<file path="config.mk">
export PLATFORM = sky130hd
export DESIGN_NAME = msum_check_unit
export DESIGN_NICKNAME = d
export VERILOG_FILES = /design/src/rtl/msum_pkg.sv /design/src/rtl/msum_edge_prep.sv /design/src/rtl/msum_min_scan.sv /design/src/rtl/msum_edge_out.sv /design/src/rtl/msum_check_unit.sv
export SDC_FILE = /design/constraint.sdc
export NUM_CORES = 1
export LEC_CHECK = 0
export BUFFER_PORTS_ARGS = -buffer_cell sky130_fd_sc_hd__buf_2
export CAP_MARGIN = 20
export CORE_MARGIN = 5
export CORE_UTILIZATION = 45
export DETAILED_ROUTE_END_ITERATION = 8
export GPL_ROUTABILITY_DRIVEN = 0
export PLACE_DENSITY = 0.65
export SYNTH_ARGS = -nofsm -noshare
export SYNTH_HDL_FRONTEND = slang
export SYNTH_SLANG_ARGS = --single-unit
</file>
<file path="constraint.sdc">
create_clock -name clk -period 10.15 [get_ports clk]
set_input_delay 1.015 -clock clk [delete_from_list [all_inputs] [get_ports clk]]
set_output_delay 1.015 -clock clk [all_outputs]
set_load 0.01 [all_outputs]
</file>
<file path="src/rtl/msum_pkg.sv">
// Package: shared constants and helpers for the min-sum check node unit.
// Assumes two's-complement messages; magnitudes are one bit narrower.
package msum_pkg;

    localparam int MSUM_DEG_DEF = 4;
    localparam int MSUM_MW_DEF  = 6;

    // Width of an edge index for a given degree (at least one bit).
    function automatic int msum_idx_w(input int deg);
        return (deg > 1) ? $clog2(deg) : 1;
    endfunction

endpackage

</file>
<file path="src/rtl/msum_edge_prep.sv">
// Module: msum_edge_prep
// Turns one incoming message into a saturated magnitude and a sign flag.
// A disabled edge presents the largest magnitude and a positive sign, so
// it can never become a minimum and never flips a parity.
module msum_edge_prep #(
    parameter int MW = 6,
    localparam int MAGW = MW - 1
) (
    input  logic [MW-1:0]   msg,
    input  logic            en,
    output logic [MAGW-1:0] mag,
    output logic            neg
);

    localparam logic [MAGW-1:0] MAG_MAX = {MAGW{1'b1}};

    logic [MW-1:0] flipped;

    // Form the two's-complement negation of the message.
    always_comb begin
        flipped = ~msg + MW'(1);
    end

    // Select the saturated magnitude and the masked sign.
    always_comb begin
        if (!en) begin
            mag = MAG_MAX;
            neg = 1'b0;
        end else if (msg[MW-1]) begin
            neg = 1'b1;
            if (flipped[MW-1]) begin
                mag = MAG_MAX;
            end else begin
                mag = flipped[MAGW-1:0];
            end
        end else begin
            neg = 1'b0;
            mag = msg[MAGW-1:0];
        end
    end

endmodule

</file>
<file path="src/rtl/msum_min_scan.sv">
// Module: msum_min_scan
// Single pass over all edge magnitudes. Finds the smallest value, the
// second smallest and the index of the smallest. A tie with the current
// smallest goes to the second-smallest slot, so tied minima give min2 == min1.
module msum_min_scan #(
    parameter int DEG  = 4,
    parameter int MAGW = 5,
    parameter int IDXW = 2
) (
    input  logic [DEG*MAGW-1:0] mags,
    output logic [MAGW-1:0]     min1,
    output logic [MAGW-1:0]     min2,
    output logic [IDXW-1:0]     min1_idx
);

    localparam logic [MAGW-1:0] MAG_MAX = {MAGW{1'b1}};

    // Walk the edges in order and update the two running minima.
    always_comb begin
        logic [MAGW-1:0] cur;
        min1     = MAG_MAX;
        min2     = MAG_MAX;
        min1_idx = '0;
        for (int i = 0; i < DEG; i++) begin
            cur = mags[i*MAGW +: MAGW];
            if (cur < min1) begin
                min2     = min1;
                min1     = cur;
                min1_idx = IDXW'(i);
            end else if (cur < min2) begin
                min2 = cur;
            end
        end
    end

endmodule

</file>
<file path="src/rtl/msum_edge_out.sv">
// Module: msum_edge_out
// Builds the outgoing message for one edge. The magnitude is min2 when this
// edge holds the minimum and min1 otherwise. The sign is the total parity
// with this edge's own sign removed. A disabled edge outputs zero.
module msum_edge_out #(
    parameter int MW   = 6,
    parameter int IDXW = 2,
    parameter int ID   = 0,
    localparam int MAGW = MW - 1
) (
    input  logic [MAGW-1:0] min1,
    input  logic [MAGW-1:0] min2,
    input  logic [IDXW-1:0] min1_idx,
    input  logic            par_all,
    input  logic            own_neg,
    input  logic            en,
    output logic [MW-1:0]   msg
);

    logic [MAGW-1:0] sel_mag;
    logic            sel_neg;
    logic [MW-1:0]   wide_mag;

    // Choose the magnitude that excludes this edge.
    always_comb begin
        sel_mag = (min1_idx == IDXW'(ID)) ? min2 : min1;
    end

    // Remove this edge's sign from the total parity.
    always_comb begin
        sel_neg = par_all ^ own_neg;
    end

    // Apply the sign and the enable mask.
    always_comb begin
        wide_mag = {1'b0, sel_mag};
        if (!en) begin
            msg = '0;
        end else if (sel_neg) begin
            msg = MW'(0) - wide_mag;
        end else begin
            msg = wide_mag;
        end
    end

endmodule

</file>
<file path="src/rtl/msum_check_unit.sv">
// Module: msum_check_unit (top)
// Min-sum check node update for up to DEG edges. The outputs are registered
// when OUT_REG is 1, with a synchronous active-low reset to zero; with
// OUT_REG at 0 the path is purely combinational. Edge i uses bits
// [i*MW +: MW] of each message bus.
module msum_check_unit
    import msum_pkg::*;
#(
    parameter int DEG     = MSUM_DEG_DEF,
    parameter int MW      = MSUM_MW_DEF,
    parameter bit OUT_REG = 1'b1
) (
    input  logic              clk,
    input  logic              rst_n,
    input  logic [DEG*MW-1:0] v2c_msg,
    input  logic [DEG-1:0]    edge_en,
    output logic [DEG*MW-1:0] c2v_msg
);

    localparam int MAGW = MW - 1;
    localparam int IDXW = msum_idx_w(DEG);

    logic [DEG*MAGW-1:0] mags;
    logic [DEG-1:0]      negs;
    logic [MAGW-1:0]     min1;
    logic [MAGW-1:0]     min2;
    logic [IDXW-1:0]     min1_idx;
    logic                par_all;
    logic [DEG*MW-1:0]   c2v_comb;

    // Per-edge magnitude and sign extraction.
    for (genvar g = 0; g < DEG; g++) begin : g_prep
        msum_edge_prep #(.MW(MW)) u_prep (
            .msg (v2c_msg[g*MW +: MW]),
            .en  (edge_en[g]),
            .mag (mags[g*MAGW +: MAGW]),
            .neg (negs[g])
        );
    end

    // Two smallest magnitudes and the position of the smallest.
    msum_min_scan #(.DEG(DEG), .MAGW(MAGW), .IDXW(IDXW)) u_scan (
        .mags     (mags),
        .min1     (min1),
        .min2     (min2),
        .min1_idx (min1_idx)
    );

    // Parity of all enabled signs.
    always_comb begin
        par_all = ^negs;
    end

    // Per-edge output formation.
    for (genvar g = 0; g < DEG; g++) begin : g_out
        msum_edge_out #(.MW(MW), .IDXW(IDXW), .ID(g)) u_out (
            .min1     (min1),
            .min2     (min2),
            .min1_idx (min1_idx),
            .par_all  (par_all),
            .own_neg  (negs[g]),
            .en       (edge_en[g]),
            .msg      (c2v_comb[g*MW +: MW])
        );
    end

    // Optional output register, chosen by OUT_REG.
    if (OUT_REG) begin : g_reg
        // Capture the combinational result; reset clears it.
        always_ff @(posedge clk) begin
            if (!rst_n) begin
                c2v_msg <= '0;
            end else begin
                c2v_msg <= c2v_comb;
            end
        end
    end else begin : g_noreg
        assign c2v_msg = c2v_comb;
    end

endmodule

</file>
==> results of run 1 <==
==> worst max-delay path: cells and delay by family <==
kind / cells / cell delay [ns]
compound gates: 18 / 4.34
buf+inv: 3 / 0.30
mux: 4 / 1.17
simple gates: 3 / 0.78
fa+ha+maj: 4 / 1.14
==> layout make-up <==
class                           instances  area, um^2  area share (%)
Multi-Input combinational cell        328        2530            70.4
Timing Repair Buffer                   53         265            7.39
Tap cell                               96         120            3.35
Clock inverter                          1        30.0           0.837
Sequential cell                        24         480            13.4
Inverter                               33         124            3.45
Clock buffer                            3        41.3            1.15
==> cells by family after synthesis <==
| family | Yosys count | share of synthesized area [%] |
|---|---|---|
| simple gates | 132 | 21.0 |
| compound gates | 121 | 32.5 |
| buf+inv | 42 | 5.65 |
| mux | 32 | 10.8 |
| fa+ha+maj | 26 | 10.2 |
| flops | 24 | 15.1 |
| xor+xnor | 17 | 4.67 |
==> routing by layer <==
layer	GRT usage (%)	vias up	share of wire [%]
met5	0	-	0
met2	32.3	149	45
met1	28.4	1485	47
li1	-	1586	-
met3	2.96	12	6.9
met4	2.77	0	1.2
==> final timing paths <==
kind                  slack [ns]  depth (start not counted)          end       start
worst max-delay path        1.59                         32   c2v_msg[4]  v2c_msg[3]
worst min-delay path        1.04                          3  c2v_msg[16]  edge_en[2]
==> metrics by stage <==
step / setup slack, ns / power [mW] / hold WS (ns) / util [%] / cell area [um^2]
floorplan: 2.77 / 0.482 / 1.17 / - / 3190
global placement: 1.64 / 0.577 / 1.33 / 51.5 / 3520
detailed placement: 1.56 / 0.584 / 1.33 / 51.5 / 3520
CTS: 1.77 / 0.671 / 1.05 / 52.5 / 3590
global route: 1.12 / 0.726 / 1.08 / 52.5 / 3590
finish: 1.59 / 0.678 / 1.04 / 52.5 / 3590
==> synth_stat cells (5+ instances only) <==
cell type,instances,area (um^2)
nand2b_1,5,31.3
nand2_1,26,97.6
mux2i_1,20,200
and2_1,8,50.1
or3_1,5,31.3
ha_1,26,325
a21o_1,8,60.1
a31oi_1,8,50.1
o211ai_1,5,37.5
dfxtp_1,24,480
nor3_1,6,30.0
xor2_1,7,61.3
xnor2_1,10,87.6
nor2_1,43,161
mux2_2,6,67.6
nand3_1,9,45.0
and3_1,6,37.5
a211oi_1,6,45.0
a21oi_1,21,105
o21ai_0,9,45.0
inv_1,32,120
a311oi_1,6,52.6
==> power groups by stage <==
stage / registers (mW) / clock network (mW) / logic, mW
5_1_grt: 0.117 / 0.0894 / 0.520
6_report: 0.115 / 0.0831 / 0.479
4_1_cts: 0.115 / 0.0847 / 0.470
3_5_place_dp: 0.117 / 0 / 0.467
2_1_floorplan: 0.127 / 0 / 0.354
3_3_place_gp: 0.117 / 0 / 0.460
==> out/metrics.cfg, run 1 <==
[clock_network]
cts.sinks = 24
post_cts_resized = 0
cts.htree.levels = 1
cts_buffer_depth = 2
numCtsBuffers = 3
cts-root-buf = clkbuf_8
cts_tree = built
clk_pin_slew_worst_paths_ns = 0.08
post-cts-setup-buffer-count = 0
ctsHoldBuffers = 0

[grt]
grt_util_all_layers_pct = 19.9
first_global_vias = 2922
grt_pass1_wl_um = 14400
grt-ovfl-total = 0
grt_max_degree = 17
antenna_found_initial = 0

[timing]
slew_violations = 0
setup_tns_ns = 0
post-route-min-period_ns = 8.56
hold_viol = 0
post-route-period-util_pct = 84.3
setup_violations = 0
fmax_mhz = 117
slew-limit-headroom_pct = 37.5
worstMarginPinSlew_ns = 0.931
rsz0062_at_grt = false

[route]
viasPerCell = 6.01
wirelength_um = 8880
wire_per_inst_um = 16.5
drt_drc_violations_left = 0
ant_nets = 0
dr.first_iter.drc_count = 429
drt-pass1-iter-count = 5
vias = 3232

[finish]
fillers = 692
final_common_cell = buf_2
largest_reg_flops = 24
top_register = c2v_msg
layout_common_cells = buf_2, nor2_1, inv_1
largestRegisters = c2v_msg x24
diodes = 0
fin_nets = 499
area_delta_synth_final_pct = 12.6
drive_gt1_share_pct = 21.9
instances_no_fill = 538

[logic_synthesis]
syn-cell-area_um2 = 3190
ys_seq_area_share_pct = 15.1
synth.avg_cell_area_um2 = 8.09
syn_inst = 394
yosys_warnings = 0
ys_async_sr_fraction_pct = 0
synth_edf_count = 0
synth_ff_type = dfxtp_1
ys_ff_latch = 24
ys_types = 79
synth_nets = 450

[floorplan]
dieArea_um2 = 8870
ios = 54
start_util_pct = 46.6
die_h_um = 94.2
placement_rows = 30
core_um2 = 6830
die_x_um = 94.2

[power_and_ir_drop]
p_comb_share_pct = 70.7
switching_share_pct = 48.6
vdd_ir_drop_max_v = 0.000102
p_int_mw = 0.348
p_switching_mw = 0.329
p_clk_share_pct = 12.3
p_leak_nw = 1.65
seqPwrFrac_pct = 17.0
power_density_nw_per_um2 = 189

[worst_setup_path]
cp-start-kind = input pin
cp_data_arrival_time_ns = 8.75
crit_fanout = 6
required_ns = 10.34
end_kind = register
critPathSlowestCell = o21ai_0
slowest_delay_ns = 0.48
criticalPathCategory = input pin to register

[placed_design]
place_inst = 534
portBuffers = 53
dp_hpwl_um = 7330

[outcome]
status = finished, final reports clean

[run]
max-cap-violations = 0

[worst_hold_path]
hold_path_class = input pin to register

Power figures use the tool's default switching activity.
==> run 2, diff against run 1 <==
- clock period: 10.15 -> 8.4 ns (I/O delays scaled with it)
==> run 2 against run 1 <==
  * Routed wire length fell by 1.8%
  * Non-clock buffer count rose by 14
  * Highest routed layer unchanged
  * Final cell count rose by 2.6%
==> out/metrics.cfg, run 2 (same netlist as run 1, synthesis figures left out) <==
[floorplan]
die_h_um = 94.2
ios = 54
core_um2 = 6830
start_util_pct = 46.6
dieArea_um2 = 8870
die_x_um = 94.2
placement_rows = 30

[clock_network]
cts_buffer_depth = 2
ctsHoldBuffers = 0
cts-root-buf = clkbuf_8
post_cts_resized = 0
post-cts-setup-buffer-count = 0
cts_tree = built
cts.sinks = 24
clk_pin_slew_worst_paths_ns = 0.09
numCtsBuffers = 3
cts.htree.levels = 1

[power_and_ir_drop]
switching_share_pct = 46.9
power_density_nw_per_um2 = 230
p_int_mw = 0.452
seqPwrFrac_pct = 16.3
p_switching_mw = 0.399
power.total_mw = 0.850
p_leak_nw = 1.72
vdd_ir_drop_max_v = 0.000148
p_comb_share_pct = 71.7
p_clk_share_pct = 12.1

[finish]
drive_gt1_share_pct = 24.3
final_common_cell = buf_2
final_area_um2 = 3690
diodes = 0
area_delta_synth_final_pct = 15.9
layout_common_cells = buf_2, nor2_1, inv_1
instances_no_fill = 552
top_register = c2v_msg
fin_nets = 513
largestRegisters = c2v_msg x24
fillers = 674
largest_reg_flops = 24
final_core_util_pct = 54.0

[worst_hold_path]
worstHoldStart = edge_en[2]
hold_path_class = input pin to register
min_path_cells = 3

[placed_design]
place_inst = 548
portBuffers = 53
dp_slack_ns = 0.487
dp_hpwl_um = 7250
placed_area_um2 = 3620

[route]
ant_nets = 0
viasPerCell = 5.76
drt-pass1-iter-count = 5
wirelength_um = 8720
drt_drc_violations_left = 0
wire_per_inst_um = 15.8
vias = 3182
dr.first_iter.drc_count = 261

[worst_setup_path]
crit_fanout = 5
cp-start-kind = input pin
end_kind = register
required_ns = 8.57
cp_data_arrival_time_ns = 7.90
slowest_delay_ns = 0.45
cp-startpoint = v2c_msg[3]
criticalPathCategory = input pin to register
critPathSlowestCell = a311oi_1
crit_top_cell = a21oi_1

[grt]
grt_pass1_wl_um = 14300
grt_util_all_layers_pct = 20.0
antenna_found_initial = 0
first_global_vias = 2971
grt-ovfl-total = 0
grt_max_degree = 15

[timing]
slew_violations = 0
post-route-min-period_ns = 7.74
holdWs_ns = 0.858
slew-limit-headroom_pct = 38.1
fin_ws_ns = 0.663
post-route-period-util_pct = 92.1
worstMarginPinSlew_ns = 0.922
fmax_mhz = 129
hold_viol = 0
setup_violations = 0
setup_tns_ns = 0
rsz0062_at_grt = false

[run]
max-cap-violations = 0

[outcome]
status = finished, final reports clean

[run 2: layout make-up]
cell class | instances | area, um^2 | area share (%)
clock buffer | 3 | 41.3 | 1.12
sequential | 24 | 480 | 13.0
inverter | 33 | 124 | 3.35
clock inverter | 1 | 30.0 | 0.813
timing repair buffer | 67 | 370 | 10.0
multi-input combinational | 328 | 2530 | 68.4
tap | 96 | 120 | 3.25
[run 2: worst max-delay path: cells and delay by family]
kind / cells / cell delay (ns)
AO/OA/AOI/OAI: 18 / 3.81
multiplexers: 4 / 1.22
adder cells (fa/ha/maj): 3 / 0.87
buffers and inverters: 4 / 0.39
AND/OR/NAND/NOR: 3 / 0.79
[run 2: per-layer routing]
metal  routed length [um]  global-route usage, %  vias up
met5                    0                      0        -
li1                     -                      -     1611
met2                 3900                   32.2      112
met4                  110                   3.49        0
met1                 4160                   27.8     1445
met3                  544                   4.09       14
[run 2: worst paths after layout]
path,to,slack (ns)
hold / removal,c2v_msg[16],0.86
setup / recovery,c2v_msg[15],0.66
[run 2: power by group through the flow]
stage                     clock network, mW  registers (mW)  logic, mW
final                                 0.103           0.138      0.609
after global routing                  0.111           0.141      0.668
after CTS                             0.105           0.138      0.601
after detailed placement                  0           0.141      0.597
after global placement                    0           0.141      0.592
after floorplan                           0           0.154      0.428
==> run 3, diff against run 2 <==
- BUFFER_PORTS_ARGS: -buffer_cell sky130_fd_sc_hd__buf_2 -> -buffer_cell sky130_fd_sc_hd__buf_4
==> run 3 against run 2 <==
  * Worst hold slack got worse by 0.0063 ns
  * Global-route usage rose by 0.68 points
  * Clock power barely moved
  * Sequential power barely moved
  * Sequential cell count did not move
  * Critical path depth fell by 1
  * Non-clock buffer count did not move
  * Sequential share of layout area fell by 0.45 points
  * First-iteration DRC count rose by 26%
  * Worst setup slack got worse by 0.15 ns
  * Clock-buffer cell count did not move
  * Final cell count did not move
==> out/metrics.cfg, run 3 (same netlist as run 1, synthesis figures left out) <==
[worst_setup_path]
critPathSlowestCell = a311oi_1
criticalPathCategory = input pin to register
end_kind = register
required_ns = 8.57
cp_data_arrival_time_ns = 8.06
cp-start-kind = input pin
crit_top_cell = a21oi_1
crit_fanout = 5
slowest_delay_ns = 0.45

[power_and_ir_drop]
power.total_mw = 0.875
power_density_nw_per_um2 = 229
vdd_ir_drop_max_v = 0.000119
p_leak_nw = 1.74

[grt]
grt_util_all_layers_pct = 20.7
grt-ovfl-total = 0
antenna_found_initial = 0
grt_max_degree = 17
first_global_vias = 3063
grt_pass1_wl_um = 14900

[placed_design]
dp_hpwl_um = 7370
place_inst = 548
dp_slack_ns = 0.219
placed_area_um2 = 3750
portBuffers = 53

[floorplan]
placement_rows = 30
dieArea_um2 = 8870
core_um2 = 6830
ios = 54
die_x_um = 94.2
start_util_pct = 46.6
die_h_um = 94.2

[clock_network]
cts.htree.levels = 1
cts_buffer_depth = 2
cts_tree = built
ctsHoldBuffers = 0
cts-root-buf = clkbuf_8
cts.sinks = 24
numCtsBuffers = 3
clk_pin_slew_worst_paths_ns = 0.09

[timing]
hold_viol = 0
rsz0062_at_grt = false
setup_tns_ns = 0
slew-limit-headroom_pct = 45.8
post-route-period-util_pct = 93.9
fin_ws_ns = 0.509
worstMarginPinSlew_ns = 0.811
post-route-min-period_ns = 7.89
slew_violations = 0
setup_violations = 0
fmax_mhz = 127

[route]
ant_nets = 0
vias = 3311
viasPerCell = 6.00
drt_drc_violations_left = 0
dr.first_iter.drc_count = 330
wire_per_inst_um = 16.4
drt-pass1-iter-count = 5
wirelength_um = 9080

[finish]
final_common_cell = buf_4
fin_nets = 513
largest_reg_flops = 24
layout_common_cells = buf_4, nor2_1, inv_1
top_register = c2v_msg
diodes = 0
area_delta_synth_final_pct = 20.0
largestRegisters = c2v_msg x24
instances_no_fill = 552
final_area_um2 = 3820
drive_gt1_share_pct = 24.3

[run]
max-cap-violations = 0

[outcome]
status = finished, final reports clean

[worst_hold_path]
hold_path_class = input pin to register

[run 3: cell counts in the layout (fill, tap and decap cells not counted)]
Identical to the previous run, type by type.
[run 3: metal layers]
layer / share of wire, % / track usage (%)
met2: 45 / 32.8
met3: 7.6 / 3.77
met5: 0 / 0
met4: 2.0 / 5.90
met1: 45 / 28.5
[run 3: layout make-up]
cell class	count	area [um^2]
Tap cell	96	120
Multi-Input combinational cell	328	2530
Sequential cell	24	480
Fill cell	644	3010
Clock inverter	1	30.0
Inverter	33	124
Timing Repair Buffer	67	503
Clock buffer	3	41.3
[run 3: where the power goes]
group	switching, mW	internal, mW
Combinational	0.364	0.267
Clock	0.0405	0.0639
Sequential	0.00497	0.135
[run 3: repair_timing]
item / 4_1_cts / 5_1_grt
buffers inserted: 0 / 0
resized for setup: 0 / 1
hold endpoints to repair: 0 / 0
endpoints found under the setup margin: 0 / 14
[run 3: worst max-delay path, delay by kind of cell]
family | cells | cell delay (ns)
compound gates | 18 | 4.01
buf+inv | 3 | 0.28
simple gates | 3 | 0.79
mux | 4 | 1.21
fa+ha+maj | 3 | 0.90
[run 3: stage by stage]
step | utilization (%) | hold slack, ns
3_3_place_gp | 54.9 | 1.15
5_1_grt | 56.0 | 0.910
3_5_place_dp | 54.9 | 1.15
2_1_floorplan | - | 0.994
4_1_cts | 56.0 | 0.856
6_report | 56.0 | 0.852
[run 3: path summary, 6_finish.rpt]
kind / startpoint / to / slack [ns] / depth (start not counted)
worst min-delay path: edge_en[2] / c2v_msg[16] / 0.85 / 3
worst max-delay path: v2c_msg[3] / c2v_msg[15] / 0.51 / 31
